`src/rtl/icu_pkg.sv`:
```
package icu_pkg;
   typedef enum logic [1:0] {
      BOP_TEST = 2'd0,
      BOP_SET  = 2'd1,
      BOP_CLR  = 2'd2,
      BOP_NONE = 2'd3
   } bit_op_e;
endpackage

```
`src/rtl/icu_edge_det.sv`:
```
module icu_edge_det #(
   parameter int STAGES = 2
) (
   input  logic clk,
   input  logic rst_n,
   input  logic pin,
   output logic rise
);
   initial begin
      if (STAGES < 2) $error("icu_edge_det: STAGES must be at least 2");
   end

   logic [STAGES:0] sh_q;

   always_ff @(posedge clk) begin
      if (!rst_n) sh_q <= '0;
      else        sh_q <= {sh_q[STAGES-1:0], pin};
   end

   assign rise = sh_q[STAGES-1] & ~sh_q[STAGES];
endmodule

```
`src/rtl/icu_bitmap.sv`:
```
module icu_bitmap
   import icu_pkg::*;
#(
   parameter int N         = 6,
   parameter int ADDR_W    = 10,
   parameter int IE_ADDR   = 0,
   parameter int FLAG_ADDR = 1,
   parameter int MASK_ADDR = 32
) (
   input  logic              clk,
   input  logic              rst_n,
   input  logic              bit_en,
   input  bit_op_e           bit_op,
   input  logic [ADDR_W-1:0] bit_addr,
   input  logic [1:0]        bit_sel,
   input  logic [N-1:0]      hw_set,
   input  logic              take,
   output logic              ie_q,
   output logic [N-1:0]      flag_q,
   output logic [N-1:0]      mask_q,
   output logic              bit_rdata
);
   logic [N-1:0] flag_hit, mask_hit;
   logic         ie_hit, do_set, do_clr;

   assign ie_hit = (bit_addr == ADDR_W'(IE_ADDR)) && (bit_sel == 2'd0);
   assign do_set = bit_en && (bit_op == BOP_SET);
   assign do_clr = bit_en && (bit_op == BOP_CLR);

   for (genvar i = 0; i < N; i++) begin : g_dec
      assign flag_hit[i] = (bit_addr == ADDR_W'(FLAG_ADDR + i / 4)) && (bit_sel == 2'(i % 4));
      assign mask_hit[i] = (bit_addr == ADDR_W'(MASK_ADDR + i / 4)) && (bit_sel == 2'(i % 4));
   end

   always_ff @(posedge clk) begin
      if (!rst_n) begin
         ie_q   <= 1'b0;
         flag_q <= '0;
         mask_q <= '1;
      end else begin
         if (take)                  ie_q <= 1'b0;
         else if (ie_hit && do_set) ie_q <= 1'b1;
         else if (ie_hit && do_clr) ie_q <= 1'b0;
         flag_q <= (flag_q & ~(flag_hit & {N{do_clr}})) | hw_set;
         mask_q <= (mask_q | (mask_hit & {N{do_set}})) & ~(mask_hit & {N{do_clr}});
      end
   end

   assign bit_rdata = (ie_hit & ie_q) | (|(flag_hit & flag_q)) | (|(mask_hit & mask_q));
endmodule

```
`src/rtl/icu_prio.sv`:
```
module icu_prio #(
   parameter int N        = 6,
   parameter int ID_W     = 3,
   parameter int VEC_W    = 14,
   parameter int VEC_BASE = 2,
   parameter int VEC_STEP = 2
) (
   input  logic [N-1:0]     pend,
   output logic             any,
   output logic [ID_W-1:0]  id,
   output logic [VEC_W-1:0] vec
);
   always_comb begin
      id = '0;
      for (int i = N - 1; i >= 0; i--) begin
         if (pend[i]) id = ID_W'(i);
      end
   end

   assign any = |pend;
   assign vec = VEC_W'(VEC_BASE) + VEC_W'(id) * VEC_W'(VEC_STEP);
endmodule

```
`src/rtl/irq_vector_ctrl.sv`:
```
module irq_vector_ctrl
   import icu_pkg::*;
#(
   parameter int NUM_SRC     = 6,
   parameter int NUM_EXT     = 2,
   parameter int SYNC_STAGES = 2,
   parameter int ADDR_W      = 10,
   parameter int IE_ADDR     = 0,
   parameter int FLAG_ADDR   = 1,
   parameter int MASK_ADDR   = 32,
   parameter int VEC_W       = 14,
   parameter int VEC_BASE    = 2,
   parameter int VEC_STEP    = 2,
   localparam int ID_W       = (NUM_SRC > 1) ? $clog2(NUM_SRC) : 1
) (
   input  logic               clk,
   input  logic               rst_n,
   input  logic [NUM_SRC-1:0] src_evt,
   input  logic               bit_en,
   input  logic [1:0]         bit_op,
   input  logic [ADDR_W-1:0]  bit_addr,
   input  logic [1:0]         bit_sel,
   output logic               bit_rdata,
   input  logic               irq_ack,
   output logic               irq_req,
   output logic [ID_W-1:0]    irq_id,
   output logic [VEC_W-1:0]   irq_vec
);
   initial begin
      if (NUM_SRC < 1 || NUM_SRC > 8) $error("irq_vector_ctrl: NUM_SRC out of range 1..8");
      if (NUM_EXT > NUM_SRC)          $error("irq_vector_ctrl: NUM_EXT exceeds NUM_SRC");
   end

   logic [NUM_SRC-1:0] hw_set, flag_q, mask_q, pend;
   logic               ie_q, take;

   for (genvar i = 0; i < NUM_SRC; i++) begin : g_src
      if (i < NUM_EXT) begin : g_ext
         icu_edge_det #(.STAGES(SYNC_STAGES)) u_edge (
            .clk(clk), .rst_n(rst_n), .pin(src_evt[i]), .rise(hw_set[i])
         );
      end else begin : g_int
         assign hw_set[i] = src_evt[i];
      end
   end

   assign take = irq_ack & irq_req;

   icu_bitmap #(
      .N(NUM_SRC), .ADDR_W(ADDR_W), .IE_ADDR(IE_ADDR),
      .FLAG_ADDR(FLAG_ADDR), .MASK_ADDR(MASK_ADDR)
   ) u_map (
      .clk(clk), .rst_n(rst_n), .bit_en(bit_en), .bit_op(bit_op_e'(bit_op)),
      .bit_addr(bit_addr), .bit_sel(bit_sel), .hw_set(hw_set), .take(take),
      .ie_q(ie_q), .flag_q(flag_q), .mask_q(mask_q), .bit_rdata(bit_rdata)
   );

   assign pend = flag_q & ~mask_q & {NUM_SRC{ie_q}};

   icu_prio #(
      .N(NUM_SRC), .ID_W(ID_W), .VEC_W(VEC_W), .VEC_BASE(VEC_BASE), .VEC_STEP(VEC_STEP)
   ) u_prio (
      .pend(pend), .any(irq_req), .id(irq_id), .vec(irq_vec)
   );
endmodule

```
`config.mk`:
```
export PLATFORM = sky130hd
export DESIGN_NAME = irq_vector_ctrl
export DESIGN_NICKNAME = d
export VERILOG_FILES = /design/src/rtl/icu_pkg.sv /design/src/rtl/icu_edge_det.sv /design/src/rtl/icu_bitmap.sv /design/src/rtl/icu_prio.sv /design/src/rtl/irq_vector_ctrl.sv
export SDC_FILE = /design/constraint.sdc
export NUM_CORES = 1
export LEC_CHECK = 0
export BUFFER_PORTS_ARGS = -buffer_cell sky130_fd_sc_hd__buf_2
export CAP_MARGIN = 10
export CORE_MARGIN = 5
export CORE_UTILIZATION = 30
export CTS_BUF_LIST = sky130_fd_sc_hd__clkbuf_4
export CTS_CLUSTER_DIAMETER = 30
export DETAILED_ROUTE_END_ITERATION = 16
export SLEW_MARGIN = 20
export SYNTH_ARGS = -nofsm -noshare
export SYNTH_HDL_FRONTEND = slang
export SYNTH_SLANG_ARGS = --single-unit
```
`constraint.sdc`:
```
create_clock -name clk -period 1.29 [get_ports clk]
set_input_delay 0.0645 -clock clk [delete_from_list [all_inputs] [get_ports clk]]
set_output_delay 0.0645 -clock clk [all_outputs]
set_load 0.1 [all_outputs]
```
==> impl_metrics.csv, run 1 <==
group,metric,value,unit
detailed_routing,drc,0,
outcome,failed_checks,"setup timing",
cells_and_area,drive_gt1_frac,0.526,
logic_synthesis,synthCells,134,
grt,grt_max_degree,13,
logic_synthesis,synth.avg_cell_area,8.97,µm²
logic_synthesis,async_flop_share,0,
setup_path,cp_top_family,"compound AO/OA/AOI/OAI gates",
cells_and_area,nets,220,
clock_network,tritoncts,"yes",
sta,rsz0062_at_grt,"true",
hold_path,min_path_type,"input pin to flop",
grt,grt_pass1_wl,5530,µm
placement,portBuffers,31,
cells_and_area,final_cells,244,
sta,setup_slack,-0.496,ns
logic_synthesis,ys_seq_area_frac,0.316,
logic_synthesis,synth.top_cell.area_share,0.316,
clock_network,cts_buffers,3,
detailed_routing,drt_iter0_drc,30,
clock_network,clockRootBuffer,"clkbuf_4",
setup_path,max_stage_delay,0.39,ns
power_and_ir_drop,pwr_density_cell,661,mW/mm²
clock_network,clkTransAtPathRegs,0.12,ns
placement,dp_slack,-0.262,ns
setup_path,crit_path_start_kind,"flop",
cells_and_area,fill_cells,377,
setup_path,crit_fanout,4,
floorplan,coreArea,0.00394,mm²
clock_network,cts.path.max_buffers,2,
logic_synthesis,yosysTopAreaCell,"dfxtp_1",
floorplan,die_x,73.3,µm
floorplan,fp.dieArea,0.00537,mm²
logic_synthesis,synth_area,0.00120,mm²
logic_synthesis,synth_ff_type,"dfxtp_1",
logic_synthesis,synth_edf_count,0,
placement,dp_cells,235,
logic_synthesis,synth_seq_cells,19,
power_and_ir_drop,p_leak,0.769,nW
cells_and_area,area_growth,58.8,%
sta,hold_violations,0,
floorplan,start_util,0.305,
logic_synthesis,synth_area_leaders,"dfxtp_1 (32%), buf_4 (8.1%), a21oi_1 (4.2%)",
setup_path,path_buf_inv,1,
outcome,run_status,"finished, violations left",
setup_path,crit_arrival,1.72,ns
sta,setup_tns,-2.57,ns
grt,grtUsageTotal,0.130,
detailed_routing,routed-via-count,1192,
detailed_routing,wl_per_cell,13.7,µm
grt,grt_pass1_vias,1182,
grt,gr-total-overflow,0,
cells_and_area,antenna_cells,0,
sta,timing.fmax,0.560,GHz
setup_path,path_cells,"mux2_4, a22o_2, a32oi_1, o211ai_1, buf_12",
cells_and_area,fin_util,0.484,
detailed_routing,final_antenna_net_count,0,
logic_synthesis,synth.distinct_cells,38,
clock_network,insertion_delay,0.30,ns
floorplan,num_rows,23,
detailed_routing,drt_wl_total,3340,µm
grt,grt_antenna_before_repair,0,
sta,hold_slack,0.0473,ns
floorplan,die_h,73.3,µm
setup_path,cp.required,1.23,ns
setup_path,worstSetupPathType,"flop to primary output",
floorplan,io_pins,43,
placement,gp_congestion,0.794,
clock_network,cts_htree_levels,1,
logic_synthesis,yosys_warnings,0,
sta,min_period_over_period,1.38,
sta,fin_crit,1.79,ns
sta,setup_viol_count_final,8,
clock_network,cts.sinks,19,
setup_path,end_kind,"primary output",
detailed_routing,viasPerCell,4.89,
sta,drv_slew,0,
setup_path,worst_path_max_delay_cell,"dfxtp_4",
detailed_routing,first_pass_iters,4,
power_and_ir_drop,peakVddDrop,689,µV
placement,post-dp-hpwl,2640,µm
sta,fin_skew,0.00532,ns
flow_run,maxCapViolCount,0,
-- repair_timing --
| action | CTS | global route |
|---|---|---|
| endpoints found under the setup margin | 8 | 9 |
| setup buffers | 1 | 3 |
| hold buffers | 3 | 0 |
| pin swaps | 8 | 5 |
| hold endpoints to repair | 3 | 0 |
| resized for setup | 10 | 9 |
-- routing by layer --
metal,vias to the layer above,global-route usage,wire [µm]
li1,589,-,-
met1,568,0.165,1440
met2,33,0.229,1730
met3,2,0.0315,163
met4,0,0.0121,12
met5,-,0,0
-- per-stage QoR --
step	power [mW]	instance area (µm²)
after global placement	0.948	1740
after detailed placement	0.951	1740
after global routing	1.33	1910
final	1.26	1910
after CTS	1.28	1850
after floorplan	0.878	1330
-- tightest hold or removal path, cell delays in order --
cell and delay [ns]:
buf_2 0.09, nor2_1 0.04, a21oi_1 0.13
-- synthesized netlist by cell type (all sizes together), types with 2 or more instances --
master	n
mux2	2
nand2	6
and4	3
and2	7
nand4	5
nand2b	5
nor2	9
nand3	2
a21oi	10
a32oi	3
and3b	2
nor2b	7
a31oi	2
buf	13
inv	5
a211oi	3
nor4	2
a41oi	2
nor4b	2
mux4	2
dfxtp	19
nor3	5
o21ai	7
-- path summary, 6_finish.rpt --
kind	start	endpoint	slack [ns]	cells past startpoint
setup / recovery	u_map.flag_q[4]$_SDFF_PN0_	bit_rdata	-0.50	5
hold / removal	src_evt[3]	u_map.flag_q[3]$_SDFF_PN0_	0.05	3
setup reg to reg	u_map.flag_q[5]$_SDFF_PN0_	u_map.ie_q$_SDFFE_PP0P_	0.13	5
hold reg to reg	g_src[0].g_ext.u_edge.sh_q[0]$_SDFF_PN0_	g_src[0].g_ext.u_edge.sh_q[1]$_SDFF_PN0_	0.45	1
-- state kept, by name (all words and copies together) (netlist names) --
name	flops
u_map.flag_q	6
u_map.mask_q	6
g_src.g_ext.u_edge.sh_q	6
u_map.ie_q	1
-- layout by cell type, fill, tap and decap left out, types with 4 or more instances in the layout --
| cell | instances |
|---|---|
| nand4_1 | 4 |
| nand2b_1 | 4 |
| nand2_1 | 5 |
| o21ai_0 | 6 |
| buf_2 | 23 |
| dfxtp_2 | 8 |
| and2_1 | 6 |
| nor3_1 | 4 |
| buf_12 | 8 |
| nor2b_4 | 4 |
| buf_4 | 23 |
| conb_1 | 11 |
| dfxtp_1 | 10 |
| a21oi_1 | 8 |
| inv_1 | 5 |
| nor2_1 | 8 |
-- area by class of cell --
cell class	count	area, µm²	share of cell area
timing repair buffer	60	512	0.268
sequential	19	394	0.206
tap	50	62.6	0.0328
multi-input combinational	106	892	0.467
inverter	5	18.8	0.00983
clock buffer	3	22.5	0.0118
clock inverter	1	7.51	0.00393
-- cell families (layout without fill, tap and decap cells) --
family,Yosys count,after routing,synth area share
and+or+nand+nor,57,57,0.330
AOI/OAI and AO/OA,31,31,0.169
DFF,19,19,0.316
buffers and inverters,19,69,0.0999
muxes,5,5,0.0645
adders and majority gates,1,1,0.0104
other,1,11,0.00312
xor gates and xnor gates,1,1,0.00729
-- power by group --
part / switching (mW) / internal [mW] / total, mW
sequential: 0.0154 / 0.608 / 0.623
combinational: 0.229 / 0.0964 / 0.326
clock: 0.195 / 0.118 / 0.313
Note: power is estimated with default switching activity, not from simulation.
==> inputs of run 2 (changes only) <==
--- a/config.mk
+++ b/config.mk
@@ -7,9 +7,10 @@
 export LEC_CHECK = 0
 export BUFFER_PORTS_ARGS = -buffer_cell sky130_fd_sc_hd__buf_2
 export CAP_MARGIN = 10
+export CORE_ASPECT_RATIO = 0.5
 export CORE_MARGIN = 5
 export CORE_UTILIZATION = 30
-export CTS_BUF_LIST = sky130_fd_sc_hd__clkbuf_4
+export CTS_BUF_LIST = sky130_fd_sc_hd__clkbuf_4 sky130_fd_sc_hd__clkbuf_8
 export CTS_CLUSTER_DIAMETER = 30
 export DETAILED_ROUTE_END_ITERATION = 16
 export SLEW_MARGIN = 20
==> run 2 against run 1 <==
Net effect: the flow still finishes with violations (setup timing); die area increased by 1.4%; register-to-register slack got worse by 0.16 ns; core utilization decreased by 1.4 points; clock skew decreased by 0.0033 ns; routed wire length decreased by 7.7%; cell area decreased by 4.3%; critical endpoint is now irq_vec[3].
==> impl_metrics.csv, run 2 (synthesis gave the netlist of run 1 again) <==
group,metric,value,unit
outcome,run_status,"finished, violations left",
outcome,failed_checks,"setup timing",
clock_network,cts.path.max_buffers,2,
clock_network,insertion_delay,0.25,ns
grt,gr-total-overflow,0,
power_and_ir_drop,p_clk_frac,0.306,
hold_path,min_path_type,"input pin to flop",
power_and_ir_drop,pwr_density_cell,732,mW/mm²
cells_and_area,fin_area,0.00183,mm²
grt,grt_pass1_vias,1159,
power_and_ir_drop,peakVddDrop,461,µV
power_and_ir_drop,comb_power_share,0.228,
setup_path,crit_fanout,3,
power_and_ir_drop,p_int,0.905,mW
cells_and_area,final_cells,240,
grt,grt_pass1_wl,5290,µm
sta,drv_slew,0,
detailed_routing,final_antenna_net_count,0,
cells_and_area,nets,212,
detailed_routing,wl_per_cell,12.9,µm
grt,grt_max_degree,16,
setup_path,worstSetupPathType,"flop to primary output",
placement,portBuffers,31,
detailed_routing,drt_wl_total,3090,µm
setup_path,cp.required,1.23,ns
hold_path,whs_path_depth,2,
sta,min_period_over_period,1.34,
sta,rsz0062_at_grt,"true",
floorplan,io_pins,43,
clock_network,cts_htree_levels,1,
sta,setup_slack,-0.441,ns
cells_and_area,layout_common_cells,"buf_2 (23), buf_4 (19), dfxtp_1 (12)",
detailed_routing,first_pass_iters,4,
power_and_ir_drop,seqPwrFrac,0.466,
power_and_ir_drop,p_leak,0.737,nW
setup_path,crit_arrival,1.67,ns
sta,hold_violations,0,
floorplan,num_rows,16,
clock_network,cts-hold-fix-buffers,0,
placement,placedInstanceArea,0.00172,mm²
sta,setup_viol_count_final,9,
floorplan,start_util,0.310,
clock_network,cts.sinks,19,
placement,gp_congestion,0.871,
clock_network,cts_buffers,3,
cells_and_area,reg_top3,"g_src.g_ext.u_edge.sh_q: 6 flops, u_map.flag_q: 6 flops, u_map.mask_q: 6 flops",
cells_and_area,area_growth,52.0,%
sta,setup_tns,-2.43,ns
placement,post-dp-hpwl,2580,µm
flow_run,maxCapViolCount,0,
sta,fin_skew,0.00199,ns
detailed_routing,routed-via-count,1143,
setup_path,worstRegToRegCells,5,
power_and_ir_drop,p_sw_frac,0.323,
power_and_ir_drop,p_switching,0.432,mW
floorplan,fp.dieArea,0.00545,mm²
sta,fin_crit,1.73,ns
grt,grt_antenna_before_repair,0,
floorplan,coreArea,0.00388,mm²
placement,dp_cells,235,
grt,grtUsageTotal,0.123,
floorplan,die_h,54.8,µm
setup_path,crit_path_start_kind,"flop",
cells_and_area,drive_gt1_frac,0.505,
cells_and_area,final_common_cell,"buf_2",
sta,hold_slack,0.0110,ns
clock_network,clkTransAtPathRegs,0.07,ns
setup_path,end_kind,"primary output",
floorplan,die_x,99.5,µm
detailed_routing,viasPerCell,4.76,
detailed_routing,drc,0,
clock_network,tritoncts,"yes",
cells_and_area,antenna_cells,0,
detailed_routing,drt_iter0_drc,66,
clock_network,clockRootBuffer,"clkbuf_8",
sta,timing.fmax,0.578,GHz
==> run 2: changes by cell type in the layout (fill, tap and decap cells not counted), moves of 2 or more <==
cell	before	now
buf_4	23	19
clkbuf_4	3	0
clkbuf_8	0	3
dlygate4sd3_1	3	0
dfxtp_1	10	12
==> run 2: what timing repair did <==
item / CTS / global route
endpoints found under the setup margin: 8 / 9
buffers inserted: 1 / 0
gates resized for setup: 11 / 1
pin swaps: 7 / 1
hold endpoints to repair: 0 / 0
==> run 2: critical path: stages, from the launching register on <==
cell and delay (ns):
dfxtp_2 0.35, nor2b_4 0.15, a21oi_2 0.06, o21ai_2 0.14, nor2b_4 0.19, ha_4 0.14
xor2_2 0.17, buf_12 0.19
==> run 2: power by group through the flow <==
stage / registers (mW) / clock network, mW / logic, mW
after floorplan: 0.630 / 0 / 0.248
after global placement: 0.634 / 0 / 0.301
after detailed placement: 0.636 / 0 / 0.303
after CTS: 0.623 / 0.424 / 0.305
after global routing: 0.626 / 0.459 / 0.326
final: 0.624 / 0.409 / 0.305
==> run 2: layout make-up <==
cell class | count | area [µm²]
inverters | 5 | 18.8
fillers | 383 | 2060
repair buffers | 52 | 440
clock buffers | 3 | 41.3
flip-flops and latches | 19 | 389
well taps | 54 | 67.6
multi-input cells | 106 | 866
clock inverters | 1 | 5.00
==> run 2: routing by layer <==
layer / GRT usage / wire (µm) / share of wire / up-vias
li1: - / - / - / 572
met1: 0.149 / 1410 / 0.46 / 533
met2: 0.219 / 1430 / 0.46 / 36
met3: 0.0433 / 220 / 0.071 / 2
met4: 0.0227 / 17 / 0.0055 / 0
met5: 0 / 0 / 0 / -
==> run 2: through the flow <==
stage	setup WS [ns]	power, mW	utilization
after floorplan	-1.44	0.878	-
after global placement	-0.221	0.935	0.442
after detailed placement	-0.305	0.940	0.442
after CTS	-0.469	1.35	0.470
after global routing	-0.524	1.41	0.471
final	-0.441	1.34	0.471
==> run 2: path summary, 6_finish.rpt <==
kind,to,from,slack [ns]
worst max-delay path,irq_vec[3],u_map.flag_q[5]$_SDFF_PN0_,-0.44
worst min-delay path,g_src[1].g_ext.u_edge.sh_q[0]$_SDFF_PN0_,src_evt[1],0.01
worst max register to register,u_map.ie_q$_SDFFE_PP0P_,u_map.mask_q[4]$_SDFF_PN1_,-0.03
worst min register to register,g_src[0].g_ext.u_edge.sh_q[1]$_SDFF_PN0_,g_src[0].g_ext.u_edge.sh_q[0]$_SDFF_PN0_,0.44
